`config.mk`:
```
export PLATFORM = sky130hd
export DESIGN_NAME = qrs_row_sequencer
export DESIGN_NICKNAME = d
export VERILOG_FILES = /design/src/rtl/qrs_pkg.sv /design/src/rtl/qrs_pacer.sv /design/src/rtl/qrs_frame_ctl.sv /design/src/rtl/qrs_row_mux.sv /design/src/rtl/qrs_row_sequencer.sv
export SDC_FILE = /design/constraint.sdc
export NUM_CORES = 1
export LEC_CHECK = 0
export BUFFER_PORTS_ARGS = -buffer_cell sky130_fd_sc_hd__buf_2
export CAP_MARGIN = 10
export CORE_AREA = 4 4 126 128
export DETAILED_ROUTE_END_ITERATION = 10
export DIE_AREA = 0 0 130 132
export PLACE_DENSITY = 0.55
export SLEW_MARGIN = 40
export SYNTH_ARGS = -nofsm -noshare
export SYNTH_HDL_FRONTEND = slang
export SYNTH_SLANG_ARGS = --single-unit
```
`constraint.sdc`:
```
create_clock -name clk -period 1.7 [get_ports clk]
set_clock_uncertainty 0.15 [all_clocks]
set_input_delay 0 -clock clk [delete_from_list [all_inputs] [get_ports clk]]
set_output_delay 0 -clock clk [all_outputs]
set_load 0.01 [all_outputs]
```
`src/rtl/qrs_pkg.sv`:
```
`timescale 1ns/1ps
package qrs_pkg;

    typedef enum logic [1:0] {
        PH_INJECT = 2'd0,
        PH_USER   = 2'd1,
        PH_DRAIN  = 2'd2
    } phase_e;

    typedef struct packed {
        logic inject_fire;
        logic user_fire;
    } feed_t;

    function automatic int unsigned row_period(input int unsigned word_w);
        return 2 * word_w + 15;
    endfunction

    function automatic int unsigned width_of(input int unsigned count);
        return (count < 2) ? 1 : $clog2(count);
    endfunction

endpackage

```
`src/rtl/qrs_pacer.sv`:
```
`timescale 1ns/1ps
module qrs_pacer
    import qrs_pkg::*;
#(
    parameter int unsigned PERIOD = 47
) (
    input  logic clk,
    input  logic rst,
    input  logic clear,
    input  logic fire,
    output logic open
);
    localparam int unsigned CW = width_of(PERIOD);

    logic [CW-1:0] gap_q;

    always_ff @(posedge clk) begin
        if (rst || clear) begin
            gap_q <= '0;
        end else if (fire) begin
            gap_q <= CW'(PERIOD - 1);
        end else if (gap_q != '0) begin
            gap_q <= gap_q - 1'b1;
        end
    end

    assign open = (gap_q == '0);
endmodule

```
`src/rtl/qrs_frame_ctl.sv`:
```
`timescale 1ns/1ps
module qrs_frame_ctl
    import qrs_pkg::*;
#(
    parameter int unsigned ROWS_M  = 4,
    parameter int unsigned COLS_N  = 4,
    parameter bit          HAS_REG = 1'b0,
    parameter int unsigned PERIOD  = 47,
    parameter int unsigned IDX_W   = 3
) (
    input  logic             clk,
    input  logic             rst,
    input  logic             clear,
    input  feed_t            feed,
    output phase_e           phase,
    output logic [IDX_W-1:0] row_cnt,
    output logic             done
);
    localparam int unsigned TOTAL     = HAS_REG ? (ROWS_M + COLS_N) : ROWS_M;
    localparam int unsigned DRAIN_LEN = PERIOD * COLS_N;
    localparam int unsigned DW        = width_of(DRAIN_LEN);
    localparam phase_e      START     = HAS_REG ? PH_INJECT : PH_USER;
    localparam logic [IDX_W-1:0] LAST_ROW = IDX_W'(TOTAL - 1);
    localparam logic [IDX_W-1:0] LAST_INJ = IDX_W'(COLS_N - 1);

    logic [DW-1:0] drain_q;

    always_ff @(posedge clk) begin
        if (rst || clear) begin
            phase   <= START;
            row_cnt <= '0;
            drain_q <= '0;
        end else begin
            unique case (phase)
                PH_INJECT: begin
                    if (feed.inject_fire) begin
                        row_cnt <= row_cnt + 1'b1;
                        if (row_cnt == LAST_INJ) begin
                            phase <= PH_USER;
                        end
                    end
                end
                PH_USER: begin
                    if (feed.user_fire) begin
                        if (row_cnt == LAST_ROW) begin
                            phase   <= PH_DRAIN;
                            drain_q <= DW'(DRAIN_LEN - 1);
                        end else begin
                            row_cnt <= row_cnt + 1'b1;
                        end
                    end
                end
                PH_DRAIN: begin
                    if (drain_q == '0) begin
                        phase   <= START;
                        row_cnt <= '0;
                    end else begin
                        drain_q <= drain_q - 1'b1;
                    end
                end
                default: begin
                    phase   <= START;
                    row_cnt <= '0;
                end
            endcase
        end
    end

    assign done = (phase == PH_DRAIN) && (drain_q == '0);
endmodule

```
`src/rtl/qrs_row_mux.sv`:
```
`timescale 1ns/1ps
module qrs_row_mux
    import qrs_pkg::*;
#(
    parameter int unsigned COLS_N = 4,
    parameter int unsigned COLS_P = 1,
    parameter int unsigned WORD_W = 16,
    parameter int unsigned IDX_W  = 3,
    parameter logic [WORD_W-1:0] REG_LAMBDA = '0
) (
    input  logic                       inject,
    input  logic [IDX_W-1:0]           idx,
    input  logic [COLS_N*2*WORD_W-1:0] in_a,
    input  logic [COLS_P*2*WORD_W-1:0] in_b,
    output logic [COLS_N*2*WORD_W-1:0] dp_a,
    output logic [COLS_P*2*WORD_W-1:0] dp_b
);
    localparam int unsigned EW = 2 * WORD_W;
    localparam logic [EW-1:0] DIAG = {{WORD_W{1'b0}}, REG_LAMBDA};

    for (genvar k = 0; k < COLS_N; k++) begin : g_col
        logic on_diag;
        assign on_diag = (idx == IDX_W'(k));
        assign dp_a[k*EW +: EW] = inject ? (on_diag ? DIAG : '0)
                                         : in_a[k*EW +: EW];
    end

    assign dp_b = inject ? '0 : in_b;
endmodule

```
`src/rtl/qrs_row_sequencer.sv`:
```
`timescale 1ns/1ps
module qrs_row_sequencer
    import qrs_pkg::*;
#(
    parameter int unsigned ROWS_M = 4,
    parameter int unsigned COLS_N = 4,
    parameter int unsigned COLS_P = 1,
    parameter int unsigned WORD_W = 16,
    parameter logic [WORD_W-1:0] REG_LAMBDA = '0
) (
    input  logic                                   clk,
    input  logic                                   rst,
    input  logic                                   restart,
    input  logic                                   in_valid,
    input  logic [COLS_N*2*WORD_W-1:0]             in_a,
    input  logic [COLS_P*2*WORD_W-1:0]             in_b,
    output logic                                   ready,
    output logic                                   row_strobe,
    output logic [width_of(ROWS_M+COLS_N)-1:0]     row_idx,
    output logic                                   row_injected,
    output logic [COLS_N*2*WORD_W-1:0]             dp_a,
    output logic [COLS_P*2*WORD_W-1:0]             dp_b,
    output logic                                   valid_out
);
    localparam int unsigned IDX_W   = width_of(ROWS_M + COLS_N);
    localparam int unsigned PERIOD  = row_period(WORD_W);
    localparam bit          HAS_REG = (REG_LAMBDA != '0);

    if (ROWS_M < 2 || COLS_N < 2 || COLS_P < 1) begin : g_dim_check
        $error("qrs_row_sequencer: ROWS_M and COLS_N must be at least 2, COLS_P at least 1");
    end

    logic             live;
    logic             slot_open;
    logic             frame_done;
    phase_e           phase;
    logic [IDX_W-1:0] row_cnt;
    feed_t            feed;

    assign live = !rst && !restart;

    assign ready            = live && (phase == PH_USER) && slot_open;
    assign feed.user_fire   = ready && in_valid;
    assign feed.inject_fire = live && (phase == PH_INJECT) && slot_open;

    qrs_pacer #(
        .PERIOD (PERIOD)
    ) u_pacer (
        .clk   (clk),
        .rst   (rst),
        .clear (restart),
        .fire  (feed.user_fire || feed.inject_fire),
        .open  (slot_open)
    );

    qrs_frame_ctl #(
        .ROWS_M  (ROWS_M),
        .COLS_N  (COLS_N),
        .HAS_REG (HAS_REG),
        .PERIOD  (PERIOD),
        .IDX_W   (IDX_W)
    ) u_frame (
        .clk     (clk),
        .rst     (rst),
        .clear   (restart),
        .feed    (feed),
        .phase   (phase),
        .row_cnt (row_cnt),
        .done    (frame_done)
    );

    qrs_row_mux #(
        .COLS_N     (COLS_N),
        .COLS_P     (COLS_P),
        .WORD_W     (WORD_W),
        .IDX_W      (IDX_W),
        .REG_LAMBDA (REG_LAMBDA)
    ) u_mux (
        .inject (feed.inject_fire),
        .idx    (row_cnt),
        .in_a   (in_a),
        .in_b   (in_b),
        .dp_a   (dp_a),
        .dp_b   (dp_b)
    );

    assign row_strobe   = feed.user_fire || feed.inject_fire;
    assign row_injected = feed.inject_fire;
    assign row_idx      = row_cnt;
    assign valid_out    = live && frame_done;
endmodule

```
Word-level counts from Yosys, hierarchy flattened:

Cells that the tools add are included.

* bits in registers: 19
* logic and storage cells: 62

* add/subtract/negate cells: 3
* equal/unequal tests: 10
* muxes and demuxes: 22
* reductions and logical operators: 22

Operators with widths (number)
* $mux W32: 5
* $mux W8: 3
* $pmux W8 S2: 1
* $mux W3: 4
* $mux W6: 2
* $mux W2: 5
* $pmux W3 S3: 1
* $logic_and A1 B1 Y1: 8
* $logic_not A8 Y1: 1
* $ne A2 B1 Y1 const B: 4
* $reduce_and A4 Y1: 2
* $sub A8 B1 Y8 const B: 1
* $logic_not A6 Y1: 1
* $ne A2 B2 Y1 const B: 3
* $pmux W2 S3: 1
* $reduce_bool A6 Y1: 1
* $sub A6 B1 Y6 const B: 1
* $reduce_and A5 Y1: 1
* $reduce_bool A2 Y1: 2
* $add A3 B1 Y3 const B: 1
* $eq A3 B2 Y1 const B: 1
* $eq A2 B1 Y1 const B: 1
* $eq A2 B2 Y1 const B: 1
* $logic_not A1 Y1: 2
* 3 further kinds: 4

Depth between registers and ports, before layout:

* depth in word-level cells: 7
* depth in mapped cells: 8

Cells and area by module:

Synthesis repeated with hierarchy kept, for this count alone.

* cells, all modules: 303
* area, all modules: 2205.9 um^2

Modules (own cells, without submodules)
* qrs_row_mux: instances 1, cells an instance 177, area an instance 1103.6 um^2, sequential area each 0.0 um^2
* qrs_frame_ctl: instances 1, cells an instance 79, area an instance 704.4 um^2, sequential area each 260.2 um^2
* qrs_pacer: instances 1, cells an instance 39, area an instance 342.8 um^2, sequential area each 120.1 um^2
* qrs_row_sequencer: instances 1, cells an instance 8, area an instance 55.1 um^2, sequential area each 0.0 um^2

Least setup slack after synthesis:

OpenSTA, ideal clock, no wires.

* path kind: register to register
* start: register u_frame.drain_q[0]
* end: register u_frame.drain_q[5]
* arrival time: 1401 ps
* slack: 26 ps
* cell stages (with the launch flop): 8
* path buffers: 0
* period minus slack after synthesis: 1674 ps
* path through: dfxtp_1 > inv_1 > ha_1 > nor3b_1 > a21oi_2 > nand4b_1 > xor2_1 > o21ai_1

* cells in the longest elaborated chain, start to end: 3
* elaborated cells on any way between the ends: 6
* classes of those cells: 1 x add/sub; 1 x eq/ne; 2 x mux; 2 x reduce/logical

RTL lines
* from (decl): line qrs_frame_ctl.sv:26 `logic [DW-1:0] drain_q;`
* from (signal assigned): line qrs_frame_ctl.sv:47 `drain_q <= DW'(DRAIN_LEN - 1);`
* from (signal assigned): line qrs_frame_ctl.sv:58 `drain_q <= drain_q - 1'b1;`
* $sub A8 B1 Y8 / $logic_not A8 Y1 (equally long branches): line qrs_frame_ctl.sv:58, qrs_frame_ctl.sv:54
* $mux W8 / $ne A2 B2 Y1 (equally long branches)
* $pmux W8 S2 / $reduce_and A4 Y1 (equally long branches)

Several ways; a longest one is shown, not always the timed one. The select of a mux whose other input is x is not followed.
A chain may end at the register's enable or synchronous reset.

Worst setup path after layout:

* start: register u_pacer.gap_q[0]
* end: output port dp_b[11]

* cells in the longest elaborated chain, start to end: 3

RTL lines
* from (decl): line qrs_pacer.sv:15 `logic [CW-1:0] gap_q;`
* from (signal assigned): line qrs_pacer.sv:21 `gap_q <= CW'(PERIOD - 1);`
* from (signal assigned): line qrs_pacer.sv:23 `gap_q <= gap_q - 1'b1;`
* $logic_not A6 Y1: line qrs_pacer.sv:27 `assign open = (gap_q == '0);`
* $logic_and A1 B1 Y1: line qrs_row_sequencer.sv:44 `assign feed.inject_fire = live && (phase == PH_INJECT) && slot_open;`
* $mux W32: line qrs_row_mux.sv:28 `assign dp_b = inject ? '0 : in_b;`
* to (decl): line qrs_row_sequencer.sv:22 `output logic [COLS_P*2*WORD_W-1:0] dp_b,`

Every way passes these cells.

==> qor.yml <==
place:
  gp_congestion: 0.847
  dpl.hpwl_mm: 12.9
  place_area_um2: 4230
  port_buffers: 330
timing:
  finalHoldViolCount: 0
  min_period_ns: 2.03
  layout_setup_ws_ns: -0.334
  slew_violations: 0
  holdWs_ns: 0.0932
  max_slew_margin_pct: 77.0
  fin_crit_sh_pct: 120
  tightest_slew_ns: 0.342
  rsz0062_at_grt: "true"
  finalSetupViolations: 174
  fmax_mhz: 492
worst_setup_path:
  worst-path-stages: 10
  critPathBufInv: 5
  slowest_stage: "dfxtp_2"
  crit_type: "register to primary output"
  path_cells: "inv_2 -> ha_4 -> nor2b_4 -> nand4_1 -> nor2_4 -> buf_12 -> buf_8 -> clkbuf_16 -> nor2b_1 -> buf_2"
  crit_family: "buffers and inverters"
  crit_path_max_incr_delay_ns: 0.32
  path_max_fanout: 9
  critPathLaunchType: "register"
  reg2reg_depth: 8
  crit_required_ns: 1.55
  arrival_ns: 1.88
  endpoint_kind: "primary output"
power_and_ir_drop:
  switching_power_w: 0.00103
  p_comb_share_pct: 62.7
  p_int_w: 0.00183
  p_sw_share_pct: 36.1
  power_frac_seq_pct: 20.0
  p_leak_nw: 2.77
  power_density_nw_per_um2: 548
  ir_drop_mv: 0.363
  power_frac_clock_pct: 17.3
cells_and_area:
  final_area_um2: 5230
  final_common_cell: "buf_2"
  final_cell_mix: "buf_2 (298), nor2b_1 (126), buf_6 (34)"
  multi_input_area_um2: 1880
  area_growth_pct: 151
  drive_gt1_share_pct: 66.1
  nFillCells: 1592
  layout.nets: 840
  final-seq-area_um2: 385
  finish.utilization_pct: 35.2
global_routing:
  grt_max_degree: 27
  grt_pass1_vias: 3243
  grt_usage_pct: 15.4
  grt-ovfl-total: 0
  grt_pass1_wl_mm: 20.2
  antenna_found_initial: 6
hold_path:
  min_path_type: "input pin to register"
  hold_depth: 4
floorplan:
  row_count: 45
  die_y_um: 132
  initial_core_util_pct: 14.0
  io-pin-count: 331
  design.core.area_um2: 14900
  die_area_um2: 17200
  die_x_um: 130
cts:
  worst_setup_hold_path_clk_slew_ns: 0.05
  cts-buffers-inserted: 3
  cts_root_buf: "clkbuf_16"
  clk_latency_ns: 0.25
  clock-sinks: 19
  tritoncts: "yes"
  cts_htree_levels: 1
  cts_buffer_depth: 2
route:
  viasPerCell: 3.90
  drt-total-wl_mm: 15.1
  num_vias: 3359
  drc: 0
  drt_iter0_markers: 140
  ant_nets: 0
  dr.pass1.iters: 4
  routedWlPerCell_um: 17.6
flow_run:
  cap_violations: 0
logic_synthesis:
  synth-edff-count: 0
  synth-seq-cells: 19
  yosysTopAreaCellShare_pct: 48.3
  synthTopCellsByArea: "nor2b_1 (48%), dfxtp_1 (18%), buf_2 (3.4%)"
  synth_cell_types: 38
  synth_area_um2: 2090
  ys.flop_type: "dfxtp_1"
  syn_nets: 467
  async_reset_ff_share_pct: 0
  yosysWarningCount: 0
  yosys.area.top_type: "nor2b_1"
  seq_area_frac_synth_pct: 18.2
  synthCells: 298
  synth_area_per_cell_um2: 7.00
status:
  status: "finished, violations left"
  violations: "negative setup slack"
-- layout make-up --
cell class / count / area share [%]
multi-input cells: 253 / 36.0
flip-flops and latches: 19 / 7.37
well taps: 188 / 4.50
diodes: 4 / 0.191
inverters: 7 / 0.503
repair buffers: 387 / 49.9
clock buffers: 4 / 1.51
-- kinds of logic after synthesis --
group | Yosys count | synth area share, %
simple gates | 215 | 62.7
fa+ha+maj | 5 | 3.00
compound gates | 26 | 7.55
flops | 19 | 18.2
mux | 1 | 0.540
buf+inv | 26 | 5.52
xor+xnor | 6 | 2.52
-- routing by layer --
metal,vias to the layer above,GRT usage (%),share of wire [%]
met5,-,0,0.17
met4,4,3.75,1.0
met3,13,3.97,8.3
met2,135,24.6,47
met1,1511,20.5,43
li1,1696,-,-
-- power by group through the flow --
stage,sequential [W],combinational [W],clock (W)
2_1_floorplan,0.000571,0.000800,0
3_3_place_gp,0.000569,0.00158,0
3_5_place_dp,0.000570,0.00159,0
4_1_cts,0.000573,0.00177,0.000510
5_1_grt,0.000584,0.00197,0.000530
6_report,0.000573,0.00180,0.000495
-- sequential cells by signal, indices dropped and copies added, names as in the netlist --
register	count
u_frame.drain_q	8
u_pacer.gap_q	6
u_frame.row_cnt	3
u_frame.phase	2
-- synthesized netlist by cell type, types with 2 or more instances --
master	number
a21oi_1	10
nor2b_1	161
nand2b_1	2
ha_1	5
nor3_1	8
nor2_1	10
clkbuf_1	5
o21ai_0	2
nor3b_1	2
a31oi_1	3
dfxtp_1	19
a211oi_1	4
nand2_1	12
o21ai_1	4
xor2_1	5
buf_2	14
inv_1	7
nand3_1	5
-- final timing paths --
path | end | slack (ns) | start
hold reg to reg | u_frame.row_cnt[1]$_SDFFE_PP0P_ | 0.31 | u_frame.row_cnt[1]$_SDFFE_PP0P_
setup / recovery | dp_b[11] | -0.33 | u_pacer.gap_q[0]$_SDFFE_PP0P_
hold / removal | u_frame.phase[0]$_SDFFE_PP1P_ | 0.09 | rst
setup reg to reg | u_pacer.gap_q[3]$_SDFFE_PP0P_ | -0.13 | u_pacer.gap_q[0]$_SDFFE_PP0P_
-- tightest hold or removal path: cells and delay by family --
family | cells | cell delay (ns)
and+or+nand+nor | 1 | 0.13
buffers and inverters | 1 | 0.08
AOI/OAI and AO/OA | 2 | 0.26
-- metrics by stage --
stage	power [W]	instances	setup TNS [ns]	worst slack, ns
5_1_grt	0.00309	862	-64.50	-0.416
6_report	0.00286	862	-47.93	-0.334
2_1_floorplan	0.00137	298	0	0.0258
3_5_place_dp	0.00216	830	-9.32	-0.121
3_3_place_gp	0.00215	830	-0.887	-0.0287
4_1_cts	0.00285	849	-48.01	-0.326
-- repair_timing --
| item | 4_1_cts | 5_1_grt |
|---|---|---|
| setup endpoints to repair | 176 | 183 |
| hold buffers | 1 | 0 |
| pin swaps | 3 | 3 |
| cloned | 2 | 7 |
| resized for setup | 54 | 86 |
| setup buffers | 13 | 6 |
| endpoints found under the hold margin | 1 | 0 |
No activity file was read; power rests on OpenSTA's default activity.
